===== src/rtl/saud_pkg.sv =====
package saud_pkg;

    localparam int SAMPLE_W = 24;
    localparam int NARROW_W = 16;

    typedef enum logic [1:0] {
        FMT_LJ24 = 2'd0,
        FMT_I2S  = 2'd1,
        FMT_RJ24 = 2'd2,
        FMT_RJ16 = 2'd3
    } fmt_e;

    // One sampled bit slot, produced on a bit-clock rising edge
    typedef struct packed {
        logic valid;
        logic wclk;
        logic data;
    } bit_evt_t;

    // A finished half-frame
    typedef struct packed {
        logic                valid;
        logic                is_left;
        logic [SAMPLE_W-1:0] word;
    } half_res_t;

    // Word-clock level that marks the left channel (before inversion)
    function automatic logic left_level(fmt_e f);
        return (f == FMT_I2S) ? 1'b0 : 1'b1;
    endfunction

    // First slot of a half that carries the MSB for leading layouts
    function automatic int lead_offset(fmt_e f);
        return (f == FMT_I2S) ? 1 : 0;
    endfunction

    // Select the sample from the leading or trailing capture register
    function automatic logic [SAMPLE_W-1:0] pick_word(fmt_e f,
                                                      logic [SAMPLE_W-1:0] lead,
                                                      logic [SAMPLE_W-1:0] tail);
        logic [SAMPLE_W-1:0] w;
        case (f)
            FMT_LJ24, FMT_I2S: w = lead;
            FMT_RJ24:          w = tail;
            default:           w = {tail[NARROW_W-1:0], {(SAMPLE_W-NARROW_W){1'b0}}};
        endcase
        return w;
    endfunction

endpackage


===== src/rtl/saud_sync.sv =====
module saud_sync
    import saud_pkg::*;
#(
    parameter int SYNC_STAGES = 2
) (
    input  logic     clk,
    input  logic     rst,
    input  logic     wclk_inv,
    input  logic     bclk_in,
    input  logic     wclk_in,
    input  logic     sdata_in,
    output bit_evt_t evt
);

    localparam int LAST = SYNC_STAGES - 1;

    // bit 2: bit clock, bit 1: word clock, bit 0: data
    logic [2:0] stg_q [SYNC_STAGES];
    logic       bclk_d_q;

    always_ff @(posedge clk) begin
        if (rst) begin
            for (int i = 0; i < SYNC_STAGES; i++) stg_q[i] <= '0;
            bclk_d_q <= 1'b0;
        end else begin
            stg_q[0] <= {bclk_in, wclk_in, sdata_in};
            for (int i = 1; i < SYNC_STAGES; i++) stg_q[i] <= stg_q[i-1];
            bclk_d_q <= stg_q[LAST][2];
        end
    end

    always_comb begin
        evt.valid = stg_q[LAST][2] & ~bclk_d_q;
        evt.wclk  = stg_q[LAST][1] ^ wclk_inv;
        evt.data  = stg_q[LAST][0];
    end

    // a bit clock edge yields a single slot, never two in a row
    a_r2_one_slot_per_edge: assert property (@(posedge clk) disable iff (rst)
        evt.valid |=> !evt.valid);

endmodule


===== src/rtl/saud_slot.sv =====
module saud_slot
    import saud_pkg::*;
#(
    parameter int SLOT_W = 6
) (
    input  logic      clk,
    input  logic      rst,
    input  fmt_e      fmt,
    input  bit_evt_t  evt,
    output half_res_t res
);

    localparam int SLOT_MAX = (1 << SLOT_W) - 1;

    logic                have_prev_q;
    logic                started_q;
    logic                prev_w_q;
    logic [SLOT_W-1:0]   slot_q;
    logic [SAMPLE_W-1:0] lead_q;
    logic [SAMPLE_W-1:0] tail_q;
    half_res_t           res_q;

    logic                edge_w;
    logic [SLOT_W-1:0]   cur_slot;
    logic [SLOT_W-1:0]   slot_nxt;
    logic                take_bit;
    int                  first_slot;

    always_comb begin
        edge_w     = evt.valid && have_prev_q && (evt.wclk != prev_w_q);
        cur_slot   = edge_w ? '0 : slot_q;
        slot_nxt   = (int'(cur_slot) == SLOT_MAX) ? cur_slot : cur_slot + 1'b1;
        first_slot = lead_offset(fmt);
        take_bit   = (int'(cur_slot) >= first_slot) &&
                     (int'(cur_slot) <  first_slot + SAMPLE_W);
    end

    always_ff @(posedge clk) begin
        if (rst) begin
            have_prev_q <= 1'b0;
            started_q   <= 1'b0;
            prev_w_q    <= 1'b0;
            slot_q      <= '0;
            lead_q      <= '0;
            tail_q      <= '0;
            res_q       <= '0;
        end else begin
            res_q.valid <= 1'b0;
            if (evt.valid) begin
                have_prev_q <= 1'b1;
                prev_w_q    <= evt.wclk;
                slot_q      <= slot_nxt;
                // trailing window: always the most recent slots of this half
                tail_q <= edge_w ? {{(SAMPLE_W-1){1'b0}}, evt.data}
                                 : {tail_q[SAMPLE_W-2:0], evt.data};
                // leading window: only slots inside the capture range
                if (edge_w)
                    lead_q <= take_bit ? {{(SAMPLE_W-1){1'b0}}, evt.data} : '0;
                else if (take_bit)
                    lead_q <= {lead_q[SAMPLE_W-2:0], evt.data};
                if (edge_w) begin
                    started_q <= 1'b1;
                    if (started_q) begin
                        res_q.valid   <= 1'b1;
                        res_q.is_left <= (prev_w_q == left_level(fmt));
                        res_q.word    <= pick_word(fmt, lead_q, tail_q);
                    end
                end
            end
        end
    end

    assign res = res_q;

    // no half is reported before a full half has begun
    a_r9_no_partial_half: assert property (@(posedge clk) disable iff (rst)
        res.valid |-> $past(started_q));

endmodule


===== src/rtl/saud_pair.sv =====
module saud_pair
    import saud_pkg::*;
(
    input  logic                clk,
    input  logic                rst,
    input  half_res_t           res,
    output logic [SAMPLE_W-1:0] left_out,
    output logic [SAMPLE_W-1:0] right_out,
    output logic                pair_valid
);

    logic [SAMPLE_W-1:0] hold_l_q;
    logic                have_l_q;
    logic [SAMPLE_W-1:0] left_q;
    logic [SAMPLE_W-1:0] right_q;
    logic                valid_q;

    always_ff @(posedge clk) begin
        if (rst) begin
            hold_l_q <= '0;
            have_l_q <= 1'b0;
            left_q   <= '0;
            right_q  <= '0;
            valid_q  <= 1'b0;
        end else begin
            valid_q <= 1'b0;
            if (res.valid) begin
                if (res.is_left) begin
                    hold_l_q <= res.word;
                    have_l_q <= 1'b1;
                end else if (have_l_q) begin
                    left_q   <= hold_l_q;
                    right_q  <= res.word;
                    valid_q  <= 1'b1;
                    have_l_q <= 1'b0;
                end
            end
        end
    end

    assign left_out   = left_q;
    assign right_out  = right_q;
    assign pair_valid = valid_q;

    // strobe is a single cycle
    a_r8_single_pulse: assert property (@(posedge clk) disable iff (rst)
        pair_valid |=> !pair_valid);

    // outputs only move together with the strobe
    a_r8_hold_outputs: assert property (@(posedge clk) disable iff (rst)
        !pair_valid |-> ($stable(left_out) && $stable(right_out)));

    // a pair is only released when a left half was waiting
    a_r9_left_first: assert property (@(posedge clk) disable iff (rst)
        pair_valid |-> $past(have_l_q));

    // nothing is emitted in the cycle after reset
    a_r10_quiet_after_reset: assert property (@(posedge clk)
        $past(rst) |-> !pair_valid);

endmodule


===== src/rtl/serial_audio_deser.sv =====
module serial_audio_deser
    import saud_pkg::*;
#(
    parameter int SYNC_STAGES = 2,
    parameter int SLOT_W      = 6
) (
    input  logic                clk,
    input  logic                rst,
    input  logic [1:0]          fmt_sel,
    input  logic                wclk_inv,
    input  logic                bclk_in,
    input  logic                wclk_in,
    input  logic                sdata_in,
    output logic [SAMPLE_W-1:0] left_out,
    output logic [SAMPLE_W-1:0] right_out,
    output logic                pair_valid
);

    fmt_e      fmt;
    bit_evt_t  evt;
    half_res_t res;

    assign fmt = fmt_e'(fmt_sel);

    saud_sync #(.SYNC_STAGES(SYNC_STAGES)) u_sync (
        .clk      (clk),
        .rst      (rst),
        .wclk_inv (wclk_inv),
        .bclk_in  (bclk_in),
        .wclk_in  (wclk_in),
        .sdata_in (sdata_in),
        .evt      (evt)
    );

    saud_slot #(.SLOT_W(SLOT_W)) u_slot (
        .clk (clk),
        .rst (rst),
        .fmt (fmt),
        .evt (evt),
        .res (res)
    );

    saud_pair u_pair (
        .clk        (clk),
        .rst        (rst),
        .res        (res),
        .left_out   (left_out),
        .right_out  (right_out),
        .pair_valid (pair_valid)
    );

    // the narrow layout never carries data in the low byte
    a_r6_pad_zero: assert property (@(posedge clk) disable iff (rst)
        (pair_valid && fmt == FMT_RJ16) |-> (left_out[7:0] == 8'h00 && right_out[7:0] == 8'h00));

endmodule


===== config.mk =====
export PLATFORM = sky130hd
export DESIGN_NAME = serial_audio_deser
export DESIGN_NICKNAME = d
export VERILOG_FILES = /design/src/rtl/saud_pkg.sv /design/src/rtl/saud_sync.sv /design/src/rtl/saud_slot.sv /design/src/rtl/saud_pair.sv /design/src/rtl/serial_audio_deser.sv
export SDC_FILE = /design/constraint.sdc
export NUM_CORES = 1
export LEC_CHECK = 0
export ABC_AREA = 1
export ABC_CLOCK_PERIOD_IN_PS = 2050
export CAP_MARGIN = 15
export CORE_MARGIN = 3
export CORE_UTILIZATION = 43
export DETAILED_ROUTE_END_ITERATION = 8
export SLEW_MARGIN = 0
export SYNTH_ARGS = -nofsm -noshare
export SYNTH_HDL_FRONTEND = slang
export SYNTH_SLANG_ARGS = --single-unit

===== constraint.sdc =====
create_clock -name clk -period 2.05 [get_ports clk]
set_input_delay 0.205 -clock clk [delete_from_list [all_inputs] [get_ports clk]]
set_output_delay 0.205 -clock clk [all_outputs]
set_load 0.02 [all_outputs]

# Word level (Yosys, flattened, before mapping)
# Memories as Yosys holds them, arrays and structs flattened.
# Index checks and enable logic that the tools add are counted.
dict set report word_totals {
  reg_bits 158
  mem_count 1
  output_inout_bits 49
  ram_bits 6
  inputBits 8
  word_cells 64
}
dict set report classes {
  bitwise_logic 9
  reduce_logical 13
  n_eq_ne 5
  order_cmp 2
  n_addsub 2
  muxes 17
}
# name words word_bits read_ports rd_clocked_by_memory_dff write_ports line
set mem_list {}
lappend mem_list {u_sync.stg_q 2 3 2 0 2 saud_sync.sv:18} ;# logic [2:0] stg_q [SYNC_STAGES];
# op n
set ops {}
lappend ops {{$mux W24} 3}
lappend ops {{$pmux W24 S2} 1}
lappend ops {{$add A32 B6 Y32 const B} 1}
lappend ops {{$ge A7 B32 Y1} 1}
lappend ops {{$lt A7 B32 Y1} 1}
lappend ops {{$mux W26} 1}
lappend ops {{$mux W6} 2}
lappend ops {{$mux W1} 8}
lappend ops {{$add A6 B1 Y6 const B} 1}
lappend ops {{$eq A6 B1 Y1 const B} 1}
lappend ops {{$mux W3} 2}
lappend ops {{$reduce_and A2 Y1} 3}
lappend ops {{$reduce_and A3 Y1} 2}
lappend ops {{$reduce_or A3 Y1} 2}
lappend ops {{$not A1 Y1} 5}
lappend ops {{$logic_and A1 B1 Y1} 3}
lappend ops {{$eq A2 B1 Y1 const B} 1}
lappend ops {{$eq A2 B2 Y1 const B} 1}
lappend ops {{$logic_not A2 Y1} 1}
lappend ops {{$or A1 B1 Y1} 2}
lappend ops {{$reduce_bool A2 Y1} 1}
lappend ops {{$reduce_or A2 Y1} 1}
lappend ops {{$and A1 B1 Y1} 1}
lappend ops {{$eq A1 B1 Y1} 1}
lappend ops {{2 further kinds} 2}

# Logic depth before layout (Yosys ltp)
dict set report depth {
  ltp_word 9
  mapped_depth 16
  depth_no_buf 14
}

# Modules after synthesis
# From an unflattened synthesis, not the netlist that was laid out.
dict set report hier_totals {
  hier_cells 975
  hier_area_um2 6802.8
}
# mod area_each_um2 n_inst seq_area_each_um2 cells_per_inst
set modules_own_cells {}
lappend modules_own_cells {saud_slot 3751.1 1 1661.6 531}
lappend modules_own_cells {saud_pair 2829.0 1 1481.4 416}
lappend modules_own_cells {saud_sync 222.7 1 140.1 28}

# Least setup slack after synthesis
# OpenSTA, ideal clock, no wires.
dict set report synth_path {
  path_type {register -> register}
  start {memory u_sync.stg_q[1][1] (netlist: u_sync.stg_q[0][4])}
  end {register u_slot.lead_q[10]}
  n_path_buf 2
  arrival_ns 1.690
  setup_time_ns 0.111
  t_required_ns 1.939
  path_stages_with_launch 17
  path_slack_ns 0.249
  period_less_slack_ns 1.801
  cell_sequence {dfxtp_1 inv_1 nand2_1 nand3_1 nand3_2 buf_6 nand2_1 ha_1 inv_1 nand3_2 inv_1 nand2_1 nand3_1 inv_2 buf_6 nor2_1 nor2_1}
}
# item line
set synth_rtl {}
lappend synth_rtl {{start: declaration} saud_sync.sv:18}
lappend synth_rtl {{end signal: assignment} saud_slot.sv:58} ;# lead_q <= take_bit ? {{(SAMPLE_W-1){1'b0}}, evt.data} : '0;
lappend synth_rtl {{end signal: assignment} saud_slot.sv:60} ;# lead_q <= {lead_q[SAMPLE_W-2:0], evt.data};
lappend synth_rtl {{end: declaration} saud_slot.sv:19} ;# logic [SAMPLE_W-1:0] lead_q;

==> impl_metrics.ini <==
[power]
powerDensity_nw_per_um2 = 876.1
p_leak_nw = 3.721
switchingPower_mw = 1.625
ir_drop_mv = 0.5831
seqPwrFrac = 0.465
combinationalPowerShare = 0.057
power.switching_fraction = 0.2296
p_clk_frac = 0.479
intPower_mw = 5.453

[detailed_routing]
dr.pass1.iters = 6
via_count = 5716
viasPerCell = 5.018
ant_nets = 0
wl_um = 15640
drc = 0
drt_iter0_markers = 399
wl_per_cell_um = 13.73

[cts]
cts.sinks = 164
clkLatencyLatePin_ns = 0.42
cts_buffer_depth = 2
hold_buffers = 0
cts_inserted_buffers = 17
cts-root-buf = clkbuf_16
path_clk_slew_ns = 0.06
cts_max_level = 4
cts_tree = done

[floorplan]
io_pins = 57
placementRows = 44
fp.dieW_um = 129.5
core_area_um2 = 14700
die-area_um2 = 16760
start_util = 0.4459
die_h_um = 129.5

[grt]
grt_pass1_vias = 5360
grt_max_degree = 92
track_usage = 0.1884
grt_pass1_wl_um = 25710
antenna_found_initial = 0
grt-ovfl-total = 0

[final_layout]
n_fill_cell = 1414
multi_input_area_um2 = 2646
final_common_cell = nor2_1
n_antenna_cell = 0
layout.area.seq_um2 = 3283
final_core_util = 0.5496
synthToLayoutAreaGrowth_pct = 23.25
fin_nets = 953
final_cell_mix = 231 x nor2_1, 164 x dfxtp_1, 102 x inv_1, 101 x o21ai_0, 76 x nand2_1
final_cells = 1139
layout-drive-gt1-share = 0.09424

[logic_synthesis]
async_flop_share = 0
synth_edf_count = 0
synthFlopType = dfxtp_1
ys_seq_elements = 164
ys_types = 29
syn_nets = 897
syn_area_um2 = 6555
ys_warn_count = 0
syn-mean-instance-area_um2 = 7.390
yosysSeqAreaShare = 0.5009
synthesis.instances = 887

[timing]
hold_viol = 0
tightestPinTransition_ns = 0.7493
rsz0062_at_grt = no
worst_slack_ns = 0.1745
maxSlewViolCount = 0
period_share = 0.9149
final-setup-viol-count = 0
layout_min_cycle_time_ns = 1.875
timing.fmax_mhz = 533.2
fin_skew_ns = 0.004297
maxSlewHeadroom = 0.4999
fin_tns_setup_ns = 0

[run_status]
status = finished, final reports clean

[hold_path]
hold_class = in -> reg

[placement]
io_buffer_count = 56
placed_cells = 1106
dp_hpwl_um = 9977
post-place-ws_ns = -0.4181
place_congestion = 0.8233

[critical_path]
path_max_fanout = 10
required_ns = 2.37
start_kind = flip-flop
end_kind = flip-flop
worstSetupPathType = reg -> reg
arrival_ns = 2.19

[flow_run]
cap_viol_max_count = 0
## worst max-delay path, stage by stage, from the launching register on
cell and delay [ns]:
dfxtp_1 0.35, inv_1 0.06, nand2_1 0.06, nand3_1 0.08, nand3_2 0.10, buf_6 0.15
nand2_1 0.08, inv_1 0.08, ha_1 0.17, inv_1 0.07, nor2_4 0.14, nand4_1 0.13
nand2_2 0.12, inv_2 0.06, nor2_1 0.08, nor2_1 0.05
## timing repair
item                       CTS  global route
pin swaps                    0             2
gates resized for setup      1             6
setup endpoints to repair    1            29
buffers inserted             0             1
gates cloned                 0             1
## logic make-up after synthesis
| kind of cell | Yosys count | synth area share |
|---|---|---|
| buffers and inverters | 165 | 0.1010 |
| flip-flops | 164 | 0.5009 |
| AO/OA/AOI/OAI | 202 | 0.1777 |
| XOR/XNOR | 3 | 0.004009 |
| adder cells (fa/ha/maj) | 2 | 0.003817 |
| AND/OR/NAND/NOR | 351 | 0.2126 |
## cell usage after synthesis (3+ instances only)
master | count | share of area
o211ai_1 | 21 | 0.024
o21ai_0 | 101 | 0.077
nand3_1 | 29 | 0.022
nand2_1 | 78 | 0.045
buf_1 | 8 | 0.0046
a21oi_1 | 49 | 0.037
dfxtp_1 | 164 | 0.50
nand2_2 | 3 | 0.0029
a221oi_1 | 22 | 0.029
clkbuf_1 | 42 | 0.024
nor2_2 | 3 | 0.0029
inv_1 | 102 | 0.058
nor2_1 | 233 | 0.13
o21ai_1 | 3 | 0.0023
buf_2 | 4 | 0.0031
buf_6 | 5 | 0.0086
## layout make-up
cell class              count  area share
clock buffers              17     0.05266
clock inverters            14     0.02493
inverters                 106     0.04925
multi-input cells         559      0.3276
flip-flops and latches    164      0.4064
well taps                 184     0.02850
repair buffers             95      0.1107
## metal layers
layer | part of all wire | track usage
met5 | 0 | 0
met3 | 0.035 | 0.03627
met2 | 0.45 | 0.2939
met1 | 0.51 | 0.2645
met4 | 0.013 | 0.06051
## power groups by stage
stage                     sequential [mW]  combinational [mW]  clock, mW
after floorplan                      3.34               0.277          0
after global placement               3.36               0.374          0
after detailed placement             3.36               0.384          0
after CTS                            3.29               0.387       3.44
after global routing                 3.29               0.455       3.57
final                                3.29               0.402       3.39
## path summary, 6_finish.rpt
| check | startpoint | slack, ns | endpoint | depth (start not counted) |
|---|---|---|---|---|
| worst min-delay path | wclk_in | 0.29 | u_sync.stg_q[0][1]$_SDFF_PP0_ | 3 |
| worst max-delay path | u_sync.stg_q[0][4]$_SDFF_PP0_ | 0.17 | u_slot.slot_q[0]$_SDFFE_PP0N_ | 15 |
| worst min register to register | u_sync.stg_q[0][2]$_SDFF_PP0_ | 0.41 | u_sync.stg_q[0][5]$_SDFF_PP0_ | 2 |
| worst max register to register | u_sync.stg_q[0][4]$_SDFF_PP0_ | 0.17 | u_slot.slot_q[0]$_SDFFE_PP0N_ | 15 |
## sequential cells by signal, summed over array words and instances (netlist names), 6 cells and up
register,count
u_slot.tail_q,24
u_slot.res,26
u_pair.right_out,24
u_sync.stg_q,6
u_pair.left_out,24
u_pair.hold_l_q,24
u_slot.slot_q,6
u_slot.lead_q,24
## per-stage QoR
step,hold slack [ns],instance area (um2),power [mW]
after global routing,0.3045,8079,7.316
after global placement,0.3893,7397,3.730
final,0.2929,8079,7.078
after detailed placement,0.3986,7397,3.741
after floorplan,0.3120,6555,3.621
after CTS,0.2843,8029,7.111
No activity file was read; power rests on OpenSTA's default activity.
